$ cat src/rtl/dbgreg_pkg.sv
package dbgreg_pkg;

    localparam int REG_W  = 32;
    localparam int GE_BIT = 31;
    localparam int HM_BIT = 30;
    localparam int TRAP_N = 7;

    // Bit position of trap k; k = 0 is the reset trap, k = 6 the FIQ trap.
    function automatic int trap_pos(input int k);
        return (k < 5) ? (16 + k) : (17 + k);
    endfunction

    function automatic logic [REG_W-1:0] calc_trap_mask();
        logic [REG_W-1:0] m;
        m = '0;
        for (int k = 0; k < TRAP_N; k++) m[trap_pos(k)] = 1'b1;
        return m;
    endfunction

    localparam logic [REG_W-1:0] TRAP_MASK = calc_trap_mask();

    typedef struct packed {
        logic              ge;
        logic              hm;
        logic [TRAP_N-1:0] trap;
    } dbg_state_t;

endpackage

$ cat src/rtl/dbgreg_next.sv
module dbgreg_next
    import dbgreg_pkg::*;
(
    input  dbg_state_t       state_q,
    input  logic             sys_rst,
    input  logic             tap_rst,
    input  logic             sw_wr_en,
    input  logic [REG_W-1:0] sw_wdata,
    input  logic             jt_wr_en,
    input  logic [REG_W-1:0] jt_wdata,
    output dbg_state_t       state_d
);

    // Bits a port may not write are dropped here.
    logic unused_sw_bits;
    logic unused_jt_bits;
    assign unused_sw_bits = ^(sw_wdata & ~(REG_W'(1) << GE_BIT));
    assign unused_jt_bits = ^(jt_wdata & ~(TRAP_MASK | (REG_W'(1) << HM_BIT)));

    always_comb begin
        state_d = state_q;
        // Software-owned field.
        if (sys_rst)
            state_d.ge = 1'b0;
        else if (sw_wr_en)
            state_d.ge = sw_wdata[GE_BIT];
        // Debugger-owned fields.
        if (tap_rst) begin
            state_d.hm   = 1'b0;
            state_d.trap = '0;
        end else if (jt_wr_en) begin
            state_d.hm = jt_wdata[HM_BIT];
            for (int k = 0; k < TRAP_N; k++)
                state_d.trap[k] = jt_wdata[trap_pos(k)];
        end
    end

endmodule

$ cat src/rtl/dbgreg_pack.sv
module dbgreg_pack
    import dbgreg_pkg::*;
(
    input  dbg_state_t       state,
    output logic [REG_W-1:0] word
);

    logic [REG_W-1:0] trap_bits;

    for (genvar k = 0; k < REG_W; k++) begin : g_bit
        logic hit;
        always_comb begin
            hit = 1'b0;
            for (int t = 0; t < TRAP_N; t++)
                if (trap_pos(t) == k) hit = state.trap[t];
        end
        assign trap_bits[k] = hit;
    end

    always_comb begin
        word         = trap_bits & TRAP_MASK;
        word[GE_BIT] = state.ge;
        word[HM_BIT] = state.hm;
    end

endmodule

$ cat src/rtl/dbgreg_trap_gate.sv
module dbgreg_trap_gate #(
    parameter int N = 7
) (
    input  logic         enable,
    input  logic [N-1:0] trap_in,
    output logic [N-1:0] trap_out
);

    for (genvar i = 0; i < N; i++) begin : g_gate
        assign trap_out[i] = enable & trap_in[i];
    end

endmodule

$ cat src/rtl/dbg_ctrl_reg.sv
module dbg_ctrl_reg
    import dbgreg_pkg::*;
(
    input  logic              clk,
    input  logic              sys_rst,
    input  logic              tap_rst,
    input  logic              sw_wr_en,
    input  logic [31:0]       sw_wdata,
    output logic [31:0]       sw_rdata,
    input  logic              jt_wr_en,
    input  logic [31:0]       jt_wdata,
    output logic [31:0]       jt_rdata,
    output logic              dbg_enable_o,
    output logic              halt_mode_o,
    output logic [6:0]        trap_en_o
);

    dbg_state_t       state_d;
    dbg_state_t       state_q;
    logic [REG_W-1:0] word;

    dbgreg_next u_next (
        .state_q  (state_q),
        .sys_rst  (sys_rst),
        .tap_rst  (tap_rst),
        .sw_wr_en (sw_wr_en),
        .sw_wdata (sw_wdata),
        .jt_wr_en (jt_wr_en),
        .jt_wdata (jt_wdata),
        .state_d  (state_d)
    );

    always_ff @(posedge clk) begin
        state_q <= state_d;
    end

    dbgreg_pack u_pack (
        .state (state_q),
        .word  (word)
    );

    dbgreg_trap_gate #(.N(TRAP_N)) u_gate (
        .enable   (state_q.ge),
        .trap_in  (state_q.trap),
        .trap_out (trap_en_o)
    );

    assign sw_rdata     = word;
    assign jt_rdata     = word;
    assign dbg_enable_o = state_q.ge;
    assign halt_mode_o  = state_q.hm;

    // ---------------- assertions ----------------
    a_r1_ge_follows_sw: assert property (@(posedge clk) disable iff (sys_rst || tap_rst)
        sw_wr_en |=> (dbg_enable_o == $past(sw_wdata[GE_BIT])));

    a_r2_ge_holds: assert property (@(posedge clk) disable iff (sys_rst || tap_rst)
        !sw_wr_en |=> $stable(dbg_enable_o));

    a_r3_mode_follows_jt: assert property (@(posedge clk) disable iff (sys_rst || tap_rst)
        jt_wr_en |=> (halt_mode_o == $past(jt_wdata[HM_BIT])));

    a_r5_jt_fields_hold: assert property (@(posedge clk) disable iff (sys_rst || tap_rst)
        !jt_wr_en |=> ($stable(halt_mode_o) && $stable(jt_rdata & TRAP_MASK)));

    a_r8_sys_clears_ge: assert property (@(posedge clk)
        sys_rst |=> !dbg_enable_o);

    a_r9_tap_clears_fields: assert property (@(posedge clk)
        tap_rst |=> (!halt_mode_o && ((sw_rdata & TRAP_MASK) == '0)));

    a_r12_gated_traps: assert property (@(posedge clk) disable iff (sys_rst || tap_rst)
        !dbg_enable_o |-> (trap_en_o == '0));

endmodule

$ cat config.mk
export PLATFORM = sky130hd
export DESIGN_NAME = dbg_ctrl_reg
export DESIGN_NICKNAME = d
export VERILOG_FILES = /design/src/rtl/dbgreg_pkg.sv /design/src/rtl/dbgreg_next.sv /design/src/rtl/dbgreg_pack.sv /design/src/rtl/dbgreg_trap_gate.sv /design/src/rtl/dbg_ctrl_reg.sv
export SDC_FILE = /design/constraint.sdc
export NUM_CORES = 1
export LEC_CHECK = 0
export ABC_AREA = 0
export ABC_CLOCK_PERIOD_IN_PS = 900
export BUFFER_PORTS_ARGS = -buffer_cell sky130_fd_sc_hd__buf_4
export CORE_MARGIN = 2
export CORE_UTILIZATION = 27
export CTS_BUF_LIST = sky130_fd_sc_hd__clkbuf_8
export CTS_CLUSTER_DIAMETER = 120
export DETAILED_ROUTE_END_ITERATION = 10
export GPL_TIMING_DRIVEN = 1
export PLACE_DENSITY = 0.84
export SYNTH_ARGS = -nofsm -noshare
export SYNTH_HDL_FRONTEND = slang
export SYNTH_SLANG_ARGS = --single-unit
$ cat constraint.sdc
create_clock -name clk -period 0.9 [get_ports clk]
set_input_delay 0.18 -clock clk [delete_from_list [all_inputs] [get_ports clk]]
set_output_delay 0.18 -clock clk [all_outputs]
set_load 0.05 [all_outputs]
==> impl_metrics.tcl, run 1 <==
set metrics [dict create \
    peakVddDrop_uv 824 \
    min-delay-path-class "primary input to flop" \
    slew_violations 0 \
    p_leak_nw 0.628 \
    rows 19 \
    cts_made_buffers 3 \
    cp.arrival_ns 0.94 \
    crit_path_end_kind "output pin" \
    final_cell_mix "46 x conb_1, 26 x buf_8, 17 x buf_4" \
    die_w_um 58.2 \
    vias 556 \
    syn2layout_area_growth_pct 47.7 \
    required_ns 0.72 \
    drtIter0Drc 22 \
    cts_tree "yes" \
    syn_area_per_cell_um2 8.45 \
    cts.sinks 9 \
    pre_cts_ws_ns -0.0177 \
    clkTransAtPathRegs_ns 0.04 \
    hold_depth 2 \
    final_hold_viol_count 0 \
    hold_ws_ns 0.0934 \
    worstSetupPathType "flop to output pin" \
    cts_buffer_depth 2 \
    worst_skew_pair.late_latency_ns 0.22 \
    gp_congestion 0.621 \
    hold_buffers 0 \
    synth.cell_area_um2 795 \
    initial_core_util_pct 28.6 \
    drc 0 \
    final_core_util_pct 42.2 \
    crit_fanout 11 \
    grt_antenna_before_repair 0 \
    grt_setup_unrepaired "true" \
    syn_inst 94 \
    grt_pass1_vias 470 \
    root_buffer "clkbuf_8" \
    layout_setup_ws_ns -0.217 \
    seq_area_frac_synth_pct 22.7 \
    synth_seq_cells 9 \
    via_per_inst 3.52 \
    yosys_warnings 0 \
    rr_worst_depth 2 \
    fin_crit_sh_pct 124 \
    skew_ns 0 \
    setup_viol 27 \
    timing.fmax_mhz 896 \
    max_stage_delay_ns 0.40 \
    period_minus_slack_ns 1.12 \
    dp_cells 151 \
    routed_wl_mm 1.55 \
    antenna-diode-count 0 \
    place_hpwl_mm 1.11 \
    cp-start-kind "flop" \
    die-area_um2 3390 \
    synthDistinctLibCells 8 \
    track_usage_pct 9.31 \
    final_common_cell "conb_1" \
    finalNonFillerCells 158 \
    powerDensity_nw_per_um2 1550 \
    status "finished with violations" \
    dr.pass1.iters 3 \
    routedWlPerCell_um 9.78 \
    violations "setup timing" \
    ios 142 \
    fp.dieH_um 58.2 \
    overflow 0 \
    totalPowerFinal_mw 1.82 \
    slowest_stage "dfxtp_4" \
    grt_pass1_wl_mm 2.31 \
    grt_max_degree 12 \
    worstPathCellList "and2_4, buf_8" \
    final_nets 197 \
    core-area_um2 2780 \
    drive_above_1_share_pct 48.8 \
    port_buffers 40 \
    ctsHtreeMaxLevel 1 \
    cap_violations 0 \
    ant_nets 0 \
]
-- synthesized netlist by cell type --
cell	n	area (um^2)
conb_1	1	3.75
buf_1	1	3.75
mux2i_1	9	90.1
nor2_1	9	33.8
and2_1	7	43.8
dfxtp_1	9	180
buf_6	1	11.3
buf_4	57	428
-- sequential cells by signal, summed over array words and instances, names as in the netlist --
signal and cells:
state_q 7, halt_mode_o 1, dbg_enable_o 1
-- report_power, final --
group	switching [mW]	total [mW]	leakage (nW)	internal [mW]
Combinational	0.690	0.914	0.521	0.224
Clock	0.146	0.441	0.0269	0.296
Sequential	0.0451	0.461	0.0802	0.416
Total	0.881	1.82	0.628	0.935
-- per-layer routing --
layer	vias to the layer above	routed length [um]	share of wire [%]	track usage (%)
li1	254	-	-	-
met1	253	438	28	9.18
met2	47	907	59	16.9
met3	2	170	11	2.01
met4	0	27	1.7	6.98
met5	-	0	0	0
-- final timing paths --
check                                               start                        end  slack, ns
worst max-delay path            dbg_enable_o$_SDFFE_PP0P_               trap_en_o[6]      -0.22
worst min-delay path                              sys_rst  dbg_enable_o$_SDFFE_PP0P_       0.09
worst min register to register    state_q[1]$_SDFFE_PP0P_    state_q[1]$_SDFFE_PP0P_       0.54
worst max register to register  dbg_enable_o$_SDFFE_PP0P_  dbg_enable_o$_SDFFE_PP0P_       0.23
-- per-stage QoR --
step | area [um^2] | setup TNS, ns
floorplan | 1010 | -0.0991
global placement | 911 | -0.0298
detailed placement | 911 | -0.0702
CTS | 1170 | -2.75
global route | 1170 | -3.42
finish | 1170 | -2.51
-- worst max-delay path, delay by kind of cell, from the launching register on --
family	cells	cell delay [ns]
flops	1	0.40
simple gates	1	0.17
buf+inv	1	0.14
-- area by class of cell --
class                   count  area [um^2]
clock buffers               3         41.3
multi-input cells          71          358
clock inverters             1         3.75
repair buffers             43          518
fillers                   267         1610
well taps                  31         38.8
flip-flops and latches      9          214
-- cell families after synthesis --
kind of cell / Yosys count / share of synthesized area [%]
flops: 9 / 22.7
simple gates: 16 / 9.76
mux: 9 / 11.3
buf+inv: 59 / 55.7
other cells: 1 / 0.472
-- timing repair --
| action | CTS | global route |
|---|---|---|
| endpoints found under the hold margin | 0 | 0 |
| setup endpoints to repair | 27 | 27 |
| cloned | 0 | 0 |
| resized for setup | 52 | 0 |
| setup buffers | 2 | 1 |
(Power assumes the default switching activity.)
==> run 2: changes to the inputs <==
--- a/config.mk
+++ b/config.mk
@@ -8,6 +8,7 @@
 export ABC_AREA = 0
 export ABC_CLOCK_PERIOD_IN_PS = 900
 export BUFFER_PORTS_ARGS = -buffer_cell sky130_fd_sc_hd__buf_4
+export CAP_MARGIN = 20
 export CORE_MARGIN = 2
 export CORE_UTILIZATION = 27
 export CTS_BUF_LIST = sky130_fd_sc_hd__clkbuf_8
@@ -15,6 +16,7 @@
 export DETAILED_ROUTE_END_ITERATION = 10
 export GPL_TIMING_DRIVEN = 1
 export PLACE_DENSITY = 0.84
+export REMOVE_ABC_BUFFERS = 1
 export SYNTH_ARGS = -nofsm -noshare
 export SYNTH_HDL_FRONTEND = slang
 export SYNTH_SLANG_ARGS = --single-unit
==> impl_metrics.tcl, run 2 (synthesis gave the netlist of run 1 again) <==
set metrics [dict create \
    status "finished with violations" \
    violations "setup timing" \
    drtIter0Drc 5 \
    routed_wl_mm 1.72 \
    worstSetupPathType "flop to output pin" \
    min-delay-path-class "primary input to flop" \
    dr.pass1.iters 4 \
    grt_setup_unrepaired "true" \
    grt_pass1_wl_mm 2.46 \
    cts_tree "yes" \
    pre_cts_ws_ns -0.172 \
    die_w_um 58.2 \
    fin_area_um2 1180 \
    track_usage_pct 10.1 \
    cp-start-kind "flop" \
    crit_fanout 11 \
    top_register "state_q" \
    ant_nets 0 \
    skew_ns 0 \
    syn2layout_area_growth_pct 49.1 \
    p_sw_share_pct 49.0 \
    power_switching_uw 915 \
    nFillCells 253 \
    fin_crit_sh_pct 126 \
    p_leak_nw 0.638 \
    post_dp_cell_area_um2 860 \
    root_buffer "clkbuf_8" \
    overflow 0 \
    via_per_inst 3.55 \
    pwr-share-clk_pct 25.2 \
    setup_viol 27 \
    port_buffers 40 \
    clkTransAtPathRegs_ns 0.05 \
    final_common_cell "conb_1" \
    cts_made_buffers 3 \
    grt_pass1_vias 531 \
    core-area_um2 2780 \
    layout_setup_ws_ns -0.236 \
    gp_congestion 0.672 \
    ios 142 \
    cts.sinks 9 \
    required_ns 0.72 \
    peakVddDrop_uv 1080 \
    grt_antenna_before_repair 0 \
    ctsHtreeMaxLevel 1 \
    crit_path_end_kind "output pin" \
    cap_violations 0 \
    rows 19 \
    cts_buffer_depth 2 \
    p_seq_share_pct 24.6 \
    drive_above_1_share_pct 45.8 \
    final_hold_viol_count 0 \
    place_hpwl_mm 1.07 \
    antenna-diode-count 0 \
    p_comb_share_pct 50.3 \
    grt_max_degree 12 \
    powerDensity_nw_per_um2 1570 \
    period_minus_slack_ns 1.14 \
    fp.dieH_um 58.2 \
    p_int_uw 951 \
    slew_violations 0 \
    hold_buffers 0 \
    worst_skew_pair.late_latency_ns 0.24 \
    routedWlPerCell_um 10.6 \
    final_cell_mix "46 x conb_1, 20 x buf_8, 16 x buf_4" \
    cp.arrival_ns 0.96 \
    initial_core_util_pct 28.6 \
    largest_register_ffs 7 \
    vias 575 \
    timing.fmax_mhz 880 \
    final_nets 201 \
    drc 0 \
    die-area_um2 3390 \
]
==> run 2: changes by cell type in the layout (fill, tap and decap cells not counted), sizes merged <==
cell	delta
buf	+4
==> run 2: through the flow <==
stage                     power (mW)  utilization, %  cells  TNS [ns]  hold slack [ns]
final                           1.87            42.6    162     -3.12           0.0845
after global routing            1.92            42.6    162     -3.71           0.0863
after CTS                       1.83            40.8    158     -2.80           0.0852
after detailed placement        1.27            30.9    151     -1.28            0.340
after global placement          1.26            30.9    151     -1.10            0.340
after floorplan                 1.11               -     80    -18.46            0.252
==> run 2: power by group through the flow <==
stage / combinational, mW / clock (mW) / sequential [mW]
2_1_floorplan: 0.474 / 0 / 0.637
3_3_place_gp: 0.806 / 0 / 0.458
3_5_place_dp: 0.809 / 0 / 0.459
4_1_cts: 0.900 / 0.476 / 0.459
5_1_grt: 0.969 / 0.488 / 0.463
6_report: 0.938 / 0.469 / 0.459
==> run 2: final timing paths <==
path                                  start                         to  slack, ns  cells after the start
setup / recovery  dbg_enable_o$_SDFFE_PP0P_               trap_en_o[4]      -0.24                      2
hold / removal                      sys_rst  dbg_enable_o$_SDFFE_PP0P_       0.08                      2
setup reg to reg    state_q[2]$_SDFFE_PP0P_    state_q[2]$_SDFFE_PP0P_       0.14                      3
hold reg to reg     state_q[4]$_SDFFE_PP0P_    state_q[4]$_SDFFE_PP0P_       0.54                      2
==> run 2: per-layer routing <==
layer	share of wire, %	global-route usage, %	wire [um]
met5	0	0	0
met4	3.3	8.97	56
met3	16	4.91	275
met2	46	17.0	796
met1	34	8.77	586
==> run 2: repair_timing <==
action                                 in CTS  in global routing
gates resized for setup                    64                  6
setup endpoints to repair                  27                 27
endpoints found under the hold margin       0                  0
buffers inserted                            3                  4
==> run 2: final cells by class <==
type | count | area [um^2] | area share, %
clock buffer | 3 | 41.3 | 3.48
clock inverter | 1 | 3.75 | 0.317
multi-input combinational | 71 | 343 | 28.9
timing repair buffer | 47 | 544 | 45.9
sequential | 9 | 214 | 18.1
tap | 31 | 38.8 | 3.27
==> run 2: critical path: stages (launching register included) <==
cell     delay, ns
dfxtp_4       0.40
and2_1        0.16
buf_6         0.16
